<file path="src/rtl/dma2d_pkg.sv">
package dma2d_pkg;

  typedef enum logic [1:0] {
    AM_CONST  = 2'd0,
    AM_POST   = 2'd1,
    AM_SINGLE = 2'd2,
    AM_DOUBLE = 2'd3
  } addr_mode_e;

  typedef struct packed {
    logic block;
    logic last;
    logic frame;
    logic half;
  } evt_t;

endpackage

</file>
<file path="src/rtl/dma2d_delta.sv">
module dma2d_delta
  import dma2d_pkg::*;
#(
  parameter int AW = 32,
  parameter int IW = 16
) (
  input  addr_mode_e         mode_i,
  input  logic [2:0]         size_i,
  input  logic [IW-1:0]      eidx_i,
  input  logic [IW-1:0]      fidx_i,
  output logic [AW-1:0]      elem_delta_o,
  output logic [AW-1:0]      frame_delta_o
);

  localparam int EXT = AW - IW;

  logic [AW-1:0] size_w;
  logic [AW-1:0] eidx_w;
  logic [AW-1:0] fidx_w;

  assign size_w = {{(AW-3){1'b0}}, size_i};
  assign eidx_w = {{EXT{eidx_i[IW-1]}}, eidx_i};
  assign fidx_w = {{EXT{fidx_i[IW-1]}}, fidx_i};

  always_comb begin
    elem_delta_o  = '0;
    frame_delta_o = '0;
    case (mode_i)
      AM_CONST: begin
        elem_delta_o  = '0;
        frame_delta_o = '0;
      end
      AM_POST: begin
        elem_delta_o  = size_w;
      end
      AM_SINGLE: begin
        elem_delta_o  = size_w + eidx_w - AW'(1);
      end
      AM_DOUBLE: begin
        elem_delta_o  = size_w + eidx_w - AW'(1);
        frame_delta_o = fidx_w - eidx_w;
      end
      default: begin
        elem_delta_o  = '0;
        frame_delta_o = '0;
      end
    endcase
  end

endmodule

</file>
<file path="src/rtl/dma2d_seq.sv">
module dma2d_seq
  import dma2d_pkg::*;
#(
  parameter int CW = 16
) (
  input  logic          clk,
  input  logic          rst_n,
  input  logic          load_i,
  input  logic          load_ok_i,
  input  logic          step_i,
  input  logic [CW-1:0] elem_total_i,
  input  logic [CW-1:0] frame_total_i,
  output logic          busy_o,
  output logic          adv_o,
  output logic          wrap_o,
  output evt_t          evt_o
);

  logic [CW-1:0] elem_q, elem_n;
  logic [CW-1:0] frm_q, frm_n;
  logic [CW-1:0] etot_q, etot_n;
  logic [CW-1:0] ftot_q, ftot_n;
  logic          busy_q, busy_n;
  evt_t          evt_q, evt_n;
  logic [CW-1:0] elem_inc;
  logic [CW-1:0] frm_inc;

  assign adv_o    = step_i && busy_q && !load_i;
  assign elem_inc = elem_q + CW'(1);
  assign frm_inc  = frm_q + CW'(1);
  assign wrap_o   = (elem_inc == etot_q);

  always_comb begin
    elem_n = elem_q;
    frm_n  = frm_q;
    etot_n = etot_q;
    ftot_n = ftot_q;
    busy_n = busy_q;
    evt_n  = '0;
    if (load_ok_i) begin
      elem_n = '0;
      frm_n  = '0;
      etot_n = elem_total_i;
      ftot_n = frame_total_i;
      busy_n = 1'b1;
    end else if (adv_o) begin
      evt_n.half  = (elem_inc == (etot_q >> 1));
      evt_n.last  = (elem_inc == CW'(1)) && (frm_q == ftot_q - CW'(1));
      evt_n.frame = wrap_o;
      if (wrap_o) begin
        elem_n = '0;
        frm_n  = frm_inc;
        if (frm_inc == ftot_q) begin
          evt_n.block = 1'b1;
          busy_n      = 1'b0;
        end
      end else begin
        elem_n = elem_inc;
      end
    end
  end

  always_ff @(posedge clk or negedge rst_n) begin
    if (!rst_n) begin
      elem_q <= '0;
      frm_q  <= '0;
      etot_q <= '0;
      ftot_q <= '0;
      busy_q <= 1'b0;
      evt_q  <= '0;
    end else begin
      elem_q <= elem_n;
      frm_q  <= frm_n;
      etot_q <= etot_n;
      ftot_q <= ftot_n;
      busy_q <= busy_n;
      evt_q  <= evt_n;
    end
  end

  assign busy_o = busy_q;
  assign evt_o  = evt_q;

endmodule

</file>
<file path="src/rtl/dma2d_wpath.sv">
module dma2d_wpath #(
  parameter int DW = 32
) (
  input  logic          clk,
  input  logic          rst_n,
  input  logic          load_ok_i,
  input  logic          fill_i,
  input  logic          tcopy_i,
  input  logic [DW-1:0] color_i,
  input  logic          adv_i,
  input  logic [DW-1:0] rd_data_i,
  output logic          rd_en_o,
  output logic          wr_en_o,
  output logic [DW-1:0] wr_data_o
);

  logic          fill_q, fill_n;
  logic          tcopy_q, tcopy_n;
  logic [DW-1:0] color_q, color_n;

  always_comb begin
    fill_n  = fill_q;
    tcopy_n = tcopy_q;
    color_n = color_q;
    if (load_ok_i) begin
      fill_n  = fill_i;
      tcopy_n = tcopy_i;
      color_n = color_i;
    end
  end

  always_ff @(posedge clk or negedge rst_n) begin
    if (!rst_n) begin
      fill_q  <= 1'b0;
      tcopy_q <= 1'b0;
      color_q <= '0;
    end else begin
      fill_q  <= fill_n;
      tcopy_q <= tcopy_n;
      color_q <= color_n;
    end
  end

  assign wr_data_o = fill_q ? color_q : rd_data_i;
  assign rd_en_o   = adv_i && !fill_q;
  assign wr_en_o   = adv_i && !(tcopy_q && (wr_data_o == color_q));

endmodule

</file>
<file path="src/rtl/dma2d_addr_gen.sv">
module dma2d_addr_gen
  import dma2d_pkg::*;
#(
  parameter int AW = 32,
  parameter int IW = 16,
  parameter int CW = 16,
  parameter int DW = 32,
  parameter int PW = 16
) (
  input  logic          clk,
  input  logic          rst_n,
  input  logic          load_i,
  input  logic          step_i,
  input  logic          compat_i,
  input  logic [1:0]    src_mode_i,
  input  logic [1:0]    dst_mode_i,
  input  logic [1:0]    size_code_i,
  input  logic [CW-1:0] elem_total_i,
  input  logic [CW-1:0] frame_total_i,
  input  logic [AW-1:0] src_start_i,
  input  logic [AW-1:0] dst_start_i,
  input  logic [IW-1:0] src_eidx_i,
  input  logic [IW-1:0] src_fidx_i,
  input  logic [IW-1:0] dst_eidx_i,
  input  logic [IW-1:0] dst_fidx_i,
  input  logic          fill_i,
  input  logic          tcopy_i,
  input  logic [DW-1:0] color_i,
  input  logic [DW-1:0] rd_data_i,
  output logic [AW-1:0] src_addr_o,
  output logic [AW-1:0] dst_addr_o,
  output logic [PW-1:0] progress_o,
  output logic          busy_o,
  output logic          bad_req_o,
  output logic          src_rd_en_o,
  output logic          wr_en_o,
  output logic [DW-1:0] wr_data_o,
  output logic          half_frame_o,
  output logic          end_frame_o,
  output logic          last_frame_o,
  output logic          end_block_o
);

  localparam int NSIDE = 2;

  logic       load_ok;
  logic       bad_n, bad_q;
  logic       adv;
  logic       wrap;
  evt_t       evt;
  logic [2:0] size_bytes;

  logic [NSIDE-1:0][1:0]    side_mode;
  logic [NSIDE-1:0][IW-1:0] side_eidx;
  logic [NSIDE-1:0][IW-1:0] side_fidx;
  logic [NSIDE-1:0][AW-1:0] side_start;
  logic [NSIDE-1:0][AW-1:0] side_addr;

  assign load_ok    = load_i && (elem_total_i != '0) && (frame_total_i != '0)
                      && (size_code_i != 2'd3);
  assign bad_n      = load_i && !load_ok;
  assign size_bytes = 3'd1 << size_code_i;

  assign side_mode[0]  = src_mode_i;
  assign side_mode[1]  = dst_mode_i;
  assign side_eidx[0]  = src_eidx_i;
  assign side_fidx[0]  = src_fidx_i;
  assign side_eidx[1]  = compat_i ? src_eidx_i : dst_eidx_i;
  assign side_fidx[1]  = compat_i ? src_fidx_i : dst_fidx_i;
  assign side_start[0] = src_start_i;
  assign side_start[1] = dst_start_i;

  always_ff @(posedge clk or negedge rst_n) begin
    if (!rst_n) bad_q <= 1'b0;
    else        bad_q <= bad_n;
  end

  dma2d_seq #(.CW(CW)) u_seq (
    .clk          (clk),
    .rst_n        (rst_n),
    .load_i       (load_i),
    .load_ok_i    (load_ok),
    .step_i       (step_i),
    .elem_total_i (elem_total_i),
    .frame_total_i(frame_total_i),
    .busy_o       (busy_o),
    .adv_o        (adv),
    .wrap_o       (wrap),
    .evt_o        (evt)
  );

  for (genvar s = 0; s < NSIDE; s++) begin : g_side
    logic [AW-1:0] ed_calc, fd_calc;
    logic [AW-1:0] ed_q, ed_n;
    logic [AW-1:0] fd_q, fd_n;
    logic [AW-1:0] addr_q, addr_n;

    dma2d_delta #(.AW(AW), .IW(IW)) u_delta (
      .mode_i       (addr_mode_e'(side_mode[s])),
      .size_i       (size_bytes),
      .eidx_i       (side_eidx[s]),
      .fidx_i       (side_fidx[s]),
      .elem_delta_o (ed_calc),
      .frame_delta_o(fd_calc)
    );

    always_comb begin
      ed_n   = ed_q;
      fd_n   = fd_q;
      addr_n = addr_q;
      if (load_ok) begin
        ed_n   = ed_calc;
        fd_n   = fd_calc;
        addr_n = side_start[s];
      end else if (adv) begin
        addr_n = addr_q + ed_q + (wrap ? fd_q : '0);
      end
    end

    always_ff @(posedge clk or negedge rst_n) begin
      if (!rst_n) begin
        ed_q   <= '0;
        fd_q   <= '0;
        addr_q <= '0;
      end else begin
        ed_q   <= ed_n;
        fd_q   <= fd_n;
        addr_q <= addr_n;
      end
    end

    assign side_addr[s] = addr_q;
  end

  dma2d_wpath #(.DW(DW)) u_wpath (
    .clk      (clk),
    .rst_n    (rst_n),
    .load_ok_i(load_ok),
    .fill_i   (fill_i),
    .tcopy_i  (tcopy_i),
    .color_i  (color_i),
    .adv_i    (adv),
    .rd_data_i(rd_data_i),
    .rd_en_o  (src_rd_en_o),
    .wr_en_o  (wr_en_o),
    .wr_data_o(wr_data_o)
  );

  assign src_addr_o   = side_addr[0];
  assign dst_addr_o   = side_addr[1];
  assign progress_o   = side_addr[1][PW-1:0];
  assign bad_req_o    = bad_q;
  assign half_frame_o = evt.half;
  assign end_frame_o  = evt.frame;
  assign last_frame_o = evt.last;
  assign end_block_o  = evt.block;

endmodule

</file>
<file path="config.mk">
export PLATFORM = sky130hd
export DESIGN_NAME = dma2d_addr_gen
export DESIGN_NICKNAME = d
export VERILOG_FILES = /design/src/rtl/dma2d_pkg.sv /design/src/rtl/dma2d_delta.sv /design/src/rtl/dma2d_seq.sv /design/src/rtl/dma2d_wpath.sv /design/src/rtl/dma2d_addr_gen.sv
export SDC_FILE = /design/constraint.sdc
export NUM_CORES = 1
export LEC_CHECK = 0
export BUFFER_PORTS_ARGS = -buffer_cell sky130_fd_sc_hd__buf_2
export CORE_MARGIN = 3
export CORE_UTILIZATION = 58
export DETAILED_ROUTE_END_ITERATION = 10
export GPL_ROUTABILITY_DRIVEN = 0
export HOLD_SLACK_MARGIN = 0.06
export PLACE_DENSITY = 0.84
export SYNTH_ARGS = -nofsm -noshare
export SYNTH_HDL_FRONTEND = slang
export SYNTH_SLANG_ARGS = --single-unit
export TNS_END_PERCENT = 10
</file>
<file path="constraint.sdc">
create_clock -name clk -period 7.8 [get_ports clk]
set_input_delay 0.78 -clock clk [delete_from_list [all_inputs] [get_ports clk]]
set_output_delay 0.78 -clock clk [all_outputs]
set_load 0.02 [all_outputs]
</file>
==> results of run 1 <==
## power groups by stage
| stage | Combinational, W | Sequential [W] | Clock [W] |
|---|---|---|---|
| global placement | 0.00221 | 0.00167 | 0 |
| finish | 0.00234 | 0.00166 | 0.00130 |
| global route | 0.00258 | 0.00169 | 0.00137 |
| detailed placement | 0.00229 | 0.00168 | 0 |
| floorplan | 0.00160 | 0.00171 | 0 |
| CTS | 0.00231 | 0.00166 | 0.00132 |
## placed cells by master (no fill, tap or decap), drive strengths merged, types with 42 or more instances in the layout
cell,count
nor3,55
mux2,42
nor2,134
o21ai,196
a21o,45
ha,132
nand2,316
and2,43
inv,139
buf,368
fa,68
xor2,57
dfrtp,238
nand3,46
xnor2,107
a21oi,129
## cells in the mapped netlist, drive strengths merged, types with 28 or more instances
| library cell | instances |
|---|---|
| a21o | 45 |
| a21oi | 129 |
| and2 | 43 |
| and3 | 28 |
| buf | 42 |
| clkbuf | 86 |
| dfrtp | 238 |
| fa | 68 |
| ha | 132 |
| inv | 137 |
| mux2 | 42 |
| mux2i | 28 |
| nand2 | 316 |
| nand3 | 46 |
| nor2 | 134 |
| nor2b | 34 |
| nor3 | 55 |
| nor4 | 35 |
| o21ai | 196 |
| o31ai | 28 |
| xnor2 | 107 |
| xor2 | 57 |
## stage by stage
stage	hold slack (ns)	total power, W
2_1_floorplan	0.435	0.00331
3_3_place_gp	0.456	0.00388
3_5_place_dp	0.466	0.00397
4_1_cts	0.373	0.00530
5_1_grt	0.397	0.00565
6_report	0.334	0.00530
## worst min-delay path by stage
| stage | endpoint | slack, ns |
|---|---|---|
| 2_1_floorplan | g_side[1].fd_q[12] | 0.43 |
| 3_3_place_gp | g_side[1].fd_q[12] | 0.46 |
| 3_5_place_dp | g_side[1].fd_q[12] | 0.47 |
| 5_1_grt | u_seq.etot_q[2] | 0.40 |
| 6_report | u_seq.etot_q[2] | 0.33 |
| 4_1_cts | u_seq.elem_q[4] | 0.37 |
## cells by family (layout without fill, tap and decap cells)
family / Yosys count / in the layout
flip-flops: 238 / 238
other: 0 / 4
XOR/XNOR: 168 / 168
buffers and inverters: 265 / 552
AND/OR/NAND/NOR: 789 / 789
multiplexers: 70 / 70
AO/OA/AOI/OAI: 611 / 611
adder cells (fa/ha/maj): 200 / 200
## critical path: stages (launching register included)
cell       delay (ns)
dfrtp_1          0.49
ha_1             0.35
nand4_1          0.28
or4_1            0.64
mux2i_1          0.15
a221oi_1         0.21
nand4b_1         0.27
nor3_4           0.90
and2_1           0.25
fa_1             0.42
ha_1             0.37
a2111oi_0        0.46
o21ai_0          0.24
a31oi_1          0.44
o211ai_1         0.23
a2111oi_0        0.43
nor3_1           0.15
a31oi_1          0.23
xor2_1           0.16
o22ai_1          0.08
## flip-flops by register name (all words and copies together) (netlist names)
register and cells:
dst_addr_o 32, u_seq.ftot_q 16, g_side.fd_q 34, g_side.ed_q 36, src_addr_o 32, u_wpath.fill_q 1, u_wpath.color_q 32, u_wpath.tcopy_q 1
u_seq.etot_q 16, u_seq.frm_q 16, u_seq.elem_q 16, u_seq.evt_o 4, u_seq.busy_o 1, bad_req_o 1
## cell type report
cell class	instances	area share [%]
antenna	4	0.0437
multi-input combinational	1838	57.1
sequential	238	26.0
clock inverter	10	0.601
timing repair buffer	368	8.28
tap	448	2.45
inverter	137	2.25
clock buffer	37	3.29
## per-layer routing
| layer | up-vias | track usage (%) | wire (µm) |
|---|---|---|---|
| li1 | 8831 | - | - |
| met1 | 9151 | 41.1 | 24400 |
| met2 | 892 | 51.7 | 28000 |
| met3 | 206 | 5.17 | 4680 |
| met4 | 6 | 13.9 | 2910 |
| met5 | - | 0 | 42 |
==> metrics.yaml, run 1 <==
die:
  boundaryPins: 357
  fp.coreArea_um2: 33800
  initial_core_util_pct: 59.4
  num_rows: 67
  die_x_um: 192
  die_area_um2: 36900
  die_y_um: 192
power:
  switchingPower_w: 0.00215
  intPower_w: 0.00315
  power.share.switching_pct: 40.5
  p_leak_nw: 11.0
  p_comb_share_pct: 44.1
  cellPowerDensity_nw_per_um2: 232
  ir_drop_v: 0.000168
  seqPwrFrac_pct: 31.4
  clkPwrFrac_pct: 24.5
layout:
  fin_area_um2: 22900
  final_util_pct: 67.7
  multi_input_area_um2: 13100
  num-nets-final: 3047
  syn2layout_area_growth_pct: 14.0
  register_area_um2: 5960
  instances_no_fill: 3080
  fill_cells: 2684
  layout-drive-gt1-share_pct: 18.2
clock_network:
  cts_tree: "yes"
  cts_setup_buffers: 0
  hold_buffers: 0
  cts_buffers: 27
  htreeDepth: 1
  clk-insertion-delay-late_ns: 0.55
  cts.repair.resized: 0
  clk_transition_reported_paths_ns: 0.06
  cts.sinks: 238
  clockBufferDepth: 3
  root_buffer: "clkbuf_16"
critical_path:
  crit_type: "flop to flop"
  critical_path.max_fanout: 33
  cp-start-kind: "flop"
  reg2reg_to: "dst_addr_o[28]"
  arrival_ns: 7.34
  r2r_cells: 19
  end_kind: "flop"
  startpoint: "u_seq.elem_q[0]"
  required_ns: 8.20
  crit_path_end: "dst_addr_o[28]"
  timing.rr.start: "u_seq.elem_q[0]"
  r2r_slack_ns: 0.86
synthesis:
  synth_simple_gate_area_share_pct: 19.2
  synth_area_leaders: "dfrtp_1 30%, ha_1 8.2%, fa_1 6.8%"
  synth_xor_area_share_pct: 7.64
  synth_compound_area_share_pct: 19.4
  netlist_instances: 2341
  synth_edf_count: 0
  synth_ff_type: "dfrtp_1"
  synth_cell_types: 79
  syn_area_um2: 20100
  ys_warn_count: 0
  ys_seq_elements: 238
  yosysSeqAreaShare_pct: 29.7
  synth_top_area_share_pct: 29.7
  synth_top_area_cell: "dfrtp_1"
  async_reset_ff_share_pct: 100
  synth_top_family_by_area: "compound AO/OA/AOI/OAI gates"
  synthesis.nets: 2778
  synth-adder-area-share_pct: 15.0
  syn_avg_cell_area_um2: 8.58
  synth_mux_area_share_pct: 3.75
route:
  vias: 19086
  dr.pass1.iters: 6
  finalWirelength_um: 60000
  drc_errors: 0
  drt_iter0_markers: 1567
  drt-vias-per-instance: 6.20
  ant_nets: 0
  wire_per_inst_um: 19.5
place:
  dp_hpwl_um: 45700
  place_inst: 3029
  place_ws_ns: 1.04
  io_buffers: 356
  dpl_cell_area_um2: 22000
timing:
  max_freq_ghz: 0.144
  worstMarginPinSlew_ns: 1.21
  period_needed_ns: 6.94
  final.period_utilization_pct: 89.0
  rsz0062_at_grt: "false"
  hold_violations: 0
  maxSlewViolCount: 0
  final.setup.tns_ns: 0
  final-setup-viol-count: 0
  skew_ns: 0.0119
  relSlewSlack_pct: 19.1
  fin_ws_ns: 0.860
global_route:
  grt_start_max_net_pins: 142
  grt_pass1_wl_um: 94500
  antenna_found_initial: 6
  grt_overflow_total: 0
  grtUsageTotal_pct: 31.5
  first_global_vias: 18676
run:
  max-cap-violations: 0
status:
  status: "finished clean"
min_path:
  min_path_type: "primary input to asynchronous set/reset pin"
Power figures use the tool's default switching activity.
==> run 2, diff against run 1 <==
- CORE_MARGIN: 3 -> 2
- CORE_UTILIZATION: 58 -> 60
- PLACE_DENSITY: 0.84 -> 0.85
- SYNTH_HIERARCHICAL: unset -> 1
==> metrics.yaml, run 2 <==
global_route:
  grt_use_met2_pct: 53.1  # +1.3 points
  grt_pass1_wl_um: 110000  # +16%
  grt-busiest-layer: "met2"
  antenna_found_initial: 2  # -4
  met3_usage_pct: 6.15  # +0.99 points
  first_global_vias: 21057  # +13%
  grtUsageTotal_pct: 32.8  # +1.3 points
  grt_start_max_net_pins: 213  # +50%
  grt_overflow_total: 0  # unchanged
  grt_use_met1_pct: 42.8  # +1.8 points
die:
  die_x_um: 204  # +6.4%
  boundaryPins: 357  # unchanged
  die_area_um2: 41800  # +13%
  initial_core_util_pct: 60.7  # +1.2 points
  num_rows: 73  # +9.0%
  die_y_um: 204  # +6.4%
  fp.coreArea_um2: 39700  # +18%
clock_network:
  clk-insertion-delay-late_ns: 0.54  # about the same
  cts_tree: "yes"
  cts_buffers: 36  # +33%
  htreeDepth: 2  # +1
  cts.repair.resized: 0  # unchanged
  cts.sinks: 296  # +24%
  cts_setup_buffers: 0  # unchanged
  clk_transition_reported_paths_ns: 0.05  # about the same
  hold_buffers: 0  # unchanged
  clockBufferDepth: 3  # unchanged
  root_buffer: "clkbuf_16"
place:
  place_inst: 3457  # +14%
  dp_hpwl_um: 51700  # +13%
  io_buffers: 356  # unchanged
route:
  drt_iter0_markers: 2121  # +35%
  wire_per_inst_um: 19.6  # +0.43%
  drc_errors: 0  # unchanged
  drt-vias-per-instance: 6.12  # -1.3%
  dr.pass1.iters: 6  # unchanged
  finalWirelength_um: 68800  # +15%
  ant_nets: 0  # unchanged
  vias: 21509  # +13%
layout:
  final_cell_mix: "543 x nand2_1, 355 x buf_2, 296 x dfrtp_1, 149 x nor2_1, 137 x o21ai_0"
  instances_no_fill: 3517  # +14%
  syn2layout_area_growth_pct: 10.9
  layout-drive-gt1-share_pct: 19.9  # +1.7 points
  fill_cells: 3095  # +15%
  largestRegisters: "g_side.ed_q x64, g_side.fd_q x64"
  mostFrequentLayoutCell: "nand2_1"
  num-nets-final: 3407  # +12%
critical_path:
  arrival_ns: 6.60  # -0.74 ns
  r2r_slack_ns: 1.61  # +0.75 ns
  cp_num_buf_inv: 1  # +1
  r2r_cells: 18  # -1
  reg2reg_to: "src_addr_o[30]"
  slowest_delay_ns: 0.67  # -0.23 ns
  critical_path.max_fanout: 34  # +3.0%
  cpMaxStageDelayCell: "and4_2"
  path_cells: "ha_1 -> nand2_1 -> or4_1 -> xnor2_1 -> nor3_1 -> and4_2 -> buf_4 -> and2_1 -> fa_1 -> ha_1 -> and3_1 -> and2_1 -> a221o_1 -> a31oi_4 -> o21ai_1 -> mux2_1 -> a31oi_1 -> o21ai_1"
  end_kind: "flop"
  critical_path.top_delay_family: "simple AND/OR/NAND/NOR gates"
  timing.rr.start: "u_seq/elem_q[0]"
  cp-start-kind: "flop"
  crit_type: "flop to flop"
  required_ns: 8.20  # about the same
synthesis:
  synth_simple_gate_area_share_pct: 21.1  # +1.9 points
  synth_top_area_cell: "dfrtp_1"
  synth_compound_area_share_pct: 13.9  # -5.4 points
  synth_top_area_share_pct: 30.7  # +1.1 points
  synth_area_leaders: "dfrtp_1 31%, nand2_1 8.5%, ha_1 6.9%"
  synth_xor_area_share_pct: 7.57  # -0.071 points
  synthesis.nets: 3206  # +15%
  synth_ff_type: "dfrtp_1"
  yosysSeqAreaShare_pct: 30.7  # +1.1 points
  syn_avg_cell_area_um2: 8.70  # +1.5%
  synth_edf_count: 0  # unchanged
  ys_warn_count: 6  # +6
  syn_area_um2: 24100  # +20%
  synth-adder-area-share_pct: 12.5  # -2.5 points
  synth_mux_area_share_pct: 7.95  # +4.2 points
  synth_cell_types: 109  # +38%
  synth_common_cells: "543 x nand2_1, 296 x dfrtp_1, 149 x nor2_1, 137 x o21ai_0, 133 x a21oi_1"
  netlist_instances: 2769  # +18%
  ys_seq_elements: 296  # +24%
  synth.most_common_cell: "nand2_1"
  async_reset_ff_share_pct: 100  # unchanged
  synth_top_family_by_area: "simple AND/OR/NAND/NOR gates"
timing:
  period_needed_ns: 6.19  # -0.749 ns
  final.setup.tns_ns: 0  # unchanged
  skew_ns: 0.0132  # +0.00134 ns
  final-setup-viol-count: 0  # unchanged
  rsz0062_at_grt: "false"
  max_freq_ghz: 0.162  # +12%
  final.period_utilization_pct: 79.4  # -9.6 points
  maxSlewViolCount: 0  # unchanged
  hold_violations: 0  # unchanged
  relSlewSlack_pct: 22.8  # +3.7 points
  worstMarginPinSlew_ns: 1.16  # -0.0512 ns
power:
  p_leak_nw: 13.1  # +18%
  ir_drop_v: 0.000153  # -8.7%
  cellPowerDensity_nw_per_um2: 234  # +0.87%
min_path:
  min_path_type: "primary input to asynchronous set/reset pin"
run:
  max-cap-violations: 0  # unchanged
status:
  status: "finished clean"
run 2: cell count changes in the layout (fill, tap and decap cells not counted), moves of 27 or more:
cell     change
inv_1       -31
mux2_2      +80
dfrtp_1     +58
nor3_1      -27
and2_1      +35
o21ai_0     -54
nand2_1    +229
run 2: worst reg2reg max path: cells and delay by family, from the launching register on:
| kind | cells | cell delay (ns) |
|---|---|---|
| compound gates | 5 | 1.04 |
| xor+xnor | 1 | 0.18 |
| fa+ha+maj | 3 | 1.13 |
| buf+inv | 1 | 0.44 |
| flops | 1 | 0.49 |
| mux | 1 | 0.35 |
| simple gates | 7 | 2.42 |
run 2: where the power goes:
group	switching [W]	internal, W
logic	0.00155	0.00104
clock network	0.000670	0.000977
registers	0.000257	0.00175
run 2: logic make-up (layout without fill, tap and decap cells):
family,after synthesis,in the layout
flip-flops,296,296
adder cells (fa/ha/maj),200,200
AND/OR/NAND/NOR,1069,1069
other,0,1
multiplexers,176,176
buffers and inverters,314,536
XOR/XNOR,205,205
AO/OA/AOI/OAI,509,509
run 2: area by class of cell:
type / instances / area, µm² / area share, %
repair buffers: 366 / 1890 / 7.08
diodes: 1 / 2.50 / 0.00936
multi-input cells: 2159 / 15200 / 56.9
flip-flops and latches: 296 / 7410 / 27.7
well taps: 525 / 657 / 2.46
clock inverters: 9 / 93.8 / 0.351
inverters: 111 / 427 / 1.60
clock buffers: 50 / 1060 / 3.95
run 2: per-stage QoR:
stage,total power (W),util [%],hold slack (ns),worst slack (ns),instance area (µm²)
after floorplan,0.00385,-,0.437,2.55,24100
after global placement,0.00445,64.4,0.451,1.98,25600
after detailed placement,0.00455,64.4,0.454,1.76,25600
after CTS,0.00623,67.3,0.234,1.68,26700
after global routing,0.00659,67.3,0.258,1.30,26700
final,0.00625,67.3,0.221,1.61,26700
run 2: metal layers:
layer	up-vias	routed length, µm
met5	-	3
met4	2	3470
met3	228	5700
met2	1070	31800
met1	10362	27800
li1	9847	-
run 2: worst max path at each step:
| stage | cells after the start | endpoint | startpoint |
|---|---|---|---|
| after floorplan | 23 | src_addr_o[27] | u_seq/elem_q[0] |
| final | 18 | src_addr_o[30] | u_seq/elem_q[0] |
| after detailed placement | 18 | src_addr_o[30] | u_seq/elem_q[0] |
| after CTS | 18 | src_addr_o[30] | u_seq/elem_q[0] |
| after global placement | 21 | src_addr_o[27] | u_seq/elem_q[0] |
| after global routing | 18 | src_addr_o[30] | u_seq/elem_q[0] |
==> run 3, diff against run 2 <==
- clock period: 7.8 -> 5.8 ns (I/O delays scaled with it)
==> metrics.yaml, run 3 (same netlist as run 2, synthesis figures left out) <==
status:
  status: "finished clean"
layout:
  largestRegisters: "g_side.ed_q x64, g_side.fd_q x64"
  fin_area_um2: 26900  # +0.72%
  fill_cells: 3103  # +0.26%
  num-nets-final: 3416  # +0.26%
  final_cell_mix: "542 x nand2_1, 355 x buf_2, 291 x dfrtp_1, 148 x nor2_1, 137 x o21ai_0"
  mostFrequentLayoutCell: "nand2_1"
  syn2layout_area_growth_pct: 11.7
  layout-drive-gt1-share_pct: 20.6  # +0.74 points
die:
  initial_core_util_pct: 60.7  # unchanged
  boundaryPins: 357  # unchanged
  die_x_um: 204  # unchanged
  fp.coreArea_um2: 39700  # unchanged
  die_y_um: 204  # unchanged
  die_area_um2: 41800  # unchanged
  num_rows: 73  # unchanged
global_route:
  grt_overflow_total: 0  # unchanged
  first_global_vias: 20896  # -0.76%
  grt_pass1_wl_um: 108000  # -1.4%
  grt_start_max_net_pins: 123  # -42%
  antenna_found_initial: 2  # unchanged
  grtUsageTotal_pct: 32.3  # -0.42 points
clock_network:
  cts_buffers: 35  # -2.8%
  htreeDepth: 2  # unchanged
  root_buffer: "clkbuf_16"
  clk-insertion-delay-late_ns: 0.56  # +0.02 ns
  clk_transition_reported_paths_ns: 0.06  # about the same
  cts.sinks: 296  # unchanged
  clockBufferDepth: 3  # unchanged
  cts_tree: "yes"
critical_path:
  critical_path.max_fanout: 27  # -21%
  r2r_cells: 21  # +3
  end_kind: "flop"
  arrival_ns: 5.95  # -0.65 ns
  cp-start-kind: "flop"
  required_ns: 6.24  # -1.96 ns
  crit_type: "flop to flop"
timing:
  final.period_utilization_pct: 95.0  # +16 points
  relSlewSlack_pct: 27.0  # +4.2 points
  rsz0062_at_grt: "false"
  worstMarginPinSlew_ns: 1.09  # -0.0658 ns
  hold_violations: 0  # unchanged
  period_needed_ns: 5.51  # -0.680 ns
  maxSlewViolCount: 0  # unchanged
  skew_ns: 0.0326  # +0.0194 ns
  fin_hold_ws_ns: 0.0464  # -0.175 ns
  final-setup-viol-count: 0  # unchanged
  max_freq_ghz: 0.181  # +12%
run:
  max-cap-violations: 0  # unchanged
place:
  dpl_cell_area_um2: 25600  # +0.25%
  io_buffers: 356  # unchanged
  dp_hpwl_um: 51600  # -0.26%
route:
  drc_errors: 0  # unchanged
  drt_iter0_markers: 2222  # +4.8%
  vias: 21400  # -0.51%
  wire_per_inst_um: 19.4  # -0.70%
  dr.pass1.iters: 6  # unchanged
  drt-vias-per-instance: 6.06  # -0.93%
  ant_nets: 0  # unchanged
  finalWirelength_um: 68600  # -0.28%
power:
  p_comb_share_pct: 41.6  # about the same
  intPower_w: 0.00507  # +35%
  p_leak_nw: 13.1  # +0.51%
  power.share.switching_pct: 39.7  # +0.067 points
  ir_drop_v: 0.000219  # +44%
  seqPwrFrac_pct: 32.1  # about the same
  clkPwrFrac_pct: 26.3  # about the same
  switchingPower_w: 0.00334  # +35%
  cellPowerDensity_nw_per_um2: 313  # +34%
min_path:
  min_path_type: "primary input to asynchronous set/reset pin"
[run 3: cell count changes in the layout (fill, tap and decap cells not counted), sizes merged]
cell,previous run,this run
buf,366,375
clkinv,7,10
bufinv,1,2
clkbuf,50,51
diode,1,2
[run 3: area by class of cell]
| class | instances | area, µm² | area share, % |
|---|---|---|---|
| antenna | 2 | 5.00 | 0.0186 |
| multi-input combinational | 2159 | 15300 | 56.7 |
| sequential | 296 | 7410 | 27.5 |
| clock inverter | 13 | 135 | 0.502 |
| inverter | 111 | 427 | 1.58 |
| tap | 525 | 657 | 2.44 |
| timing repair buffer | 376 | 2000 | 7.42 |
| clock buffer | 50 | 1010 | 3.76 |
[run 3: path summary, 6_finish.rpt]
check	from	end	slack (ns)
setup / recovery	u_seq/elem_q[1]	dst_addr_o[29]	0.29
hold / removal	rst_n	u_seq/elem_q[11]	0.05
setup reg to reg	u_seq/elem_q[1]	dst_addr_o[29]	0.29
hold reg to reg	g_side[0].fd_q[22]	g_side[0].fd_q[22]	0.47
max in group asynchronous	rst_n	g_side[1].fd_q[23]	4.43
min in group clk	dst_start_i[31]	dst_addr_o[31]	0.23
[run 3: power by group through the flow]
stage	sequential (W)	combinational (W)	clock, W
after floorplan	0.00276	0.00242	0
after global placement	0.00271	0.00326	0
after detailed placement	0.00273	0.00339	0
after CTS	0.00269	0.00344	0.00225
after global routing	0.00274	0.00381	0.00233
final	0.00270	0.00350	0.00222
[run 3: stage by stage]
| stage | std cells | power [W] | TNS, ns | util [%] | setup slack [ns] |
|---|---|---|---|---|---|
| global placement | 3464 | 0.00597 | 0 | 64.5 | 0.189 |
| finish | 3532 | 0.00842 | 0 | 67.8 | 0.288 |
| global route | 3530 | 0.00888 | 0 | 67.8 | 0.0357 |
| detailed placement | 3464 | 0.00612 | -0.0617 | 64.5 | -0.0617 |
| CTS | 3527 | 0.00838 | 0 | 67.5 | 0.0276 |
| floorplan | 2769 | 0.00518 | 0 | - | 0.547 |
[run 3: what timing repair did]
action                     CTS  global route
setup endpoints to repair    1            32
pin swaps                    0             2
hold buffers                 0             0
gates cloned                 0             1
buffers inserted             0             2
resized for setup            1            18
[run 3: worst max-delay path, cell delays in order (launching register included)]
cell and delay, ns:
dfrtp_1 0.48, ha_4 0.22, nand2_2 0.12, or4_4 0.54, xnor2_1 0.19, nor3_2 0.25
and4_4 0.32, buf_12 0.18, and2_1 0.18, fa_1 0.43, ha_1 0.24, inv_1 0.07
fa_1 0.21, nor2b_1 0.08, o31a_1 0.30, o21a_1 0.22, a211oi_2 0.31, a211oi_1 0.19
or3_4 0.38, a31oi_2 0.21, nor4b_1 0.07, nand3b_1 0.18
[run 3: per-layer routing]
layer	routed length, µm	up-vias	global-route usage [%]
met3	5470	238	6.09
met5	28	-	0
met1	27800	10255	42.1
li1	-	9852	-
met2	31600	1051	51.7
met4	3740	4	16.3
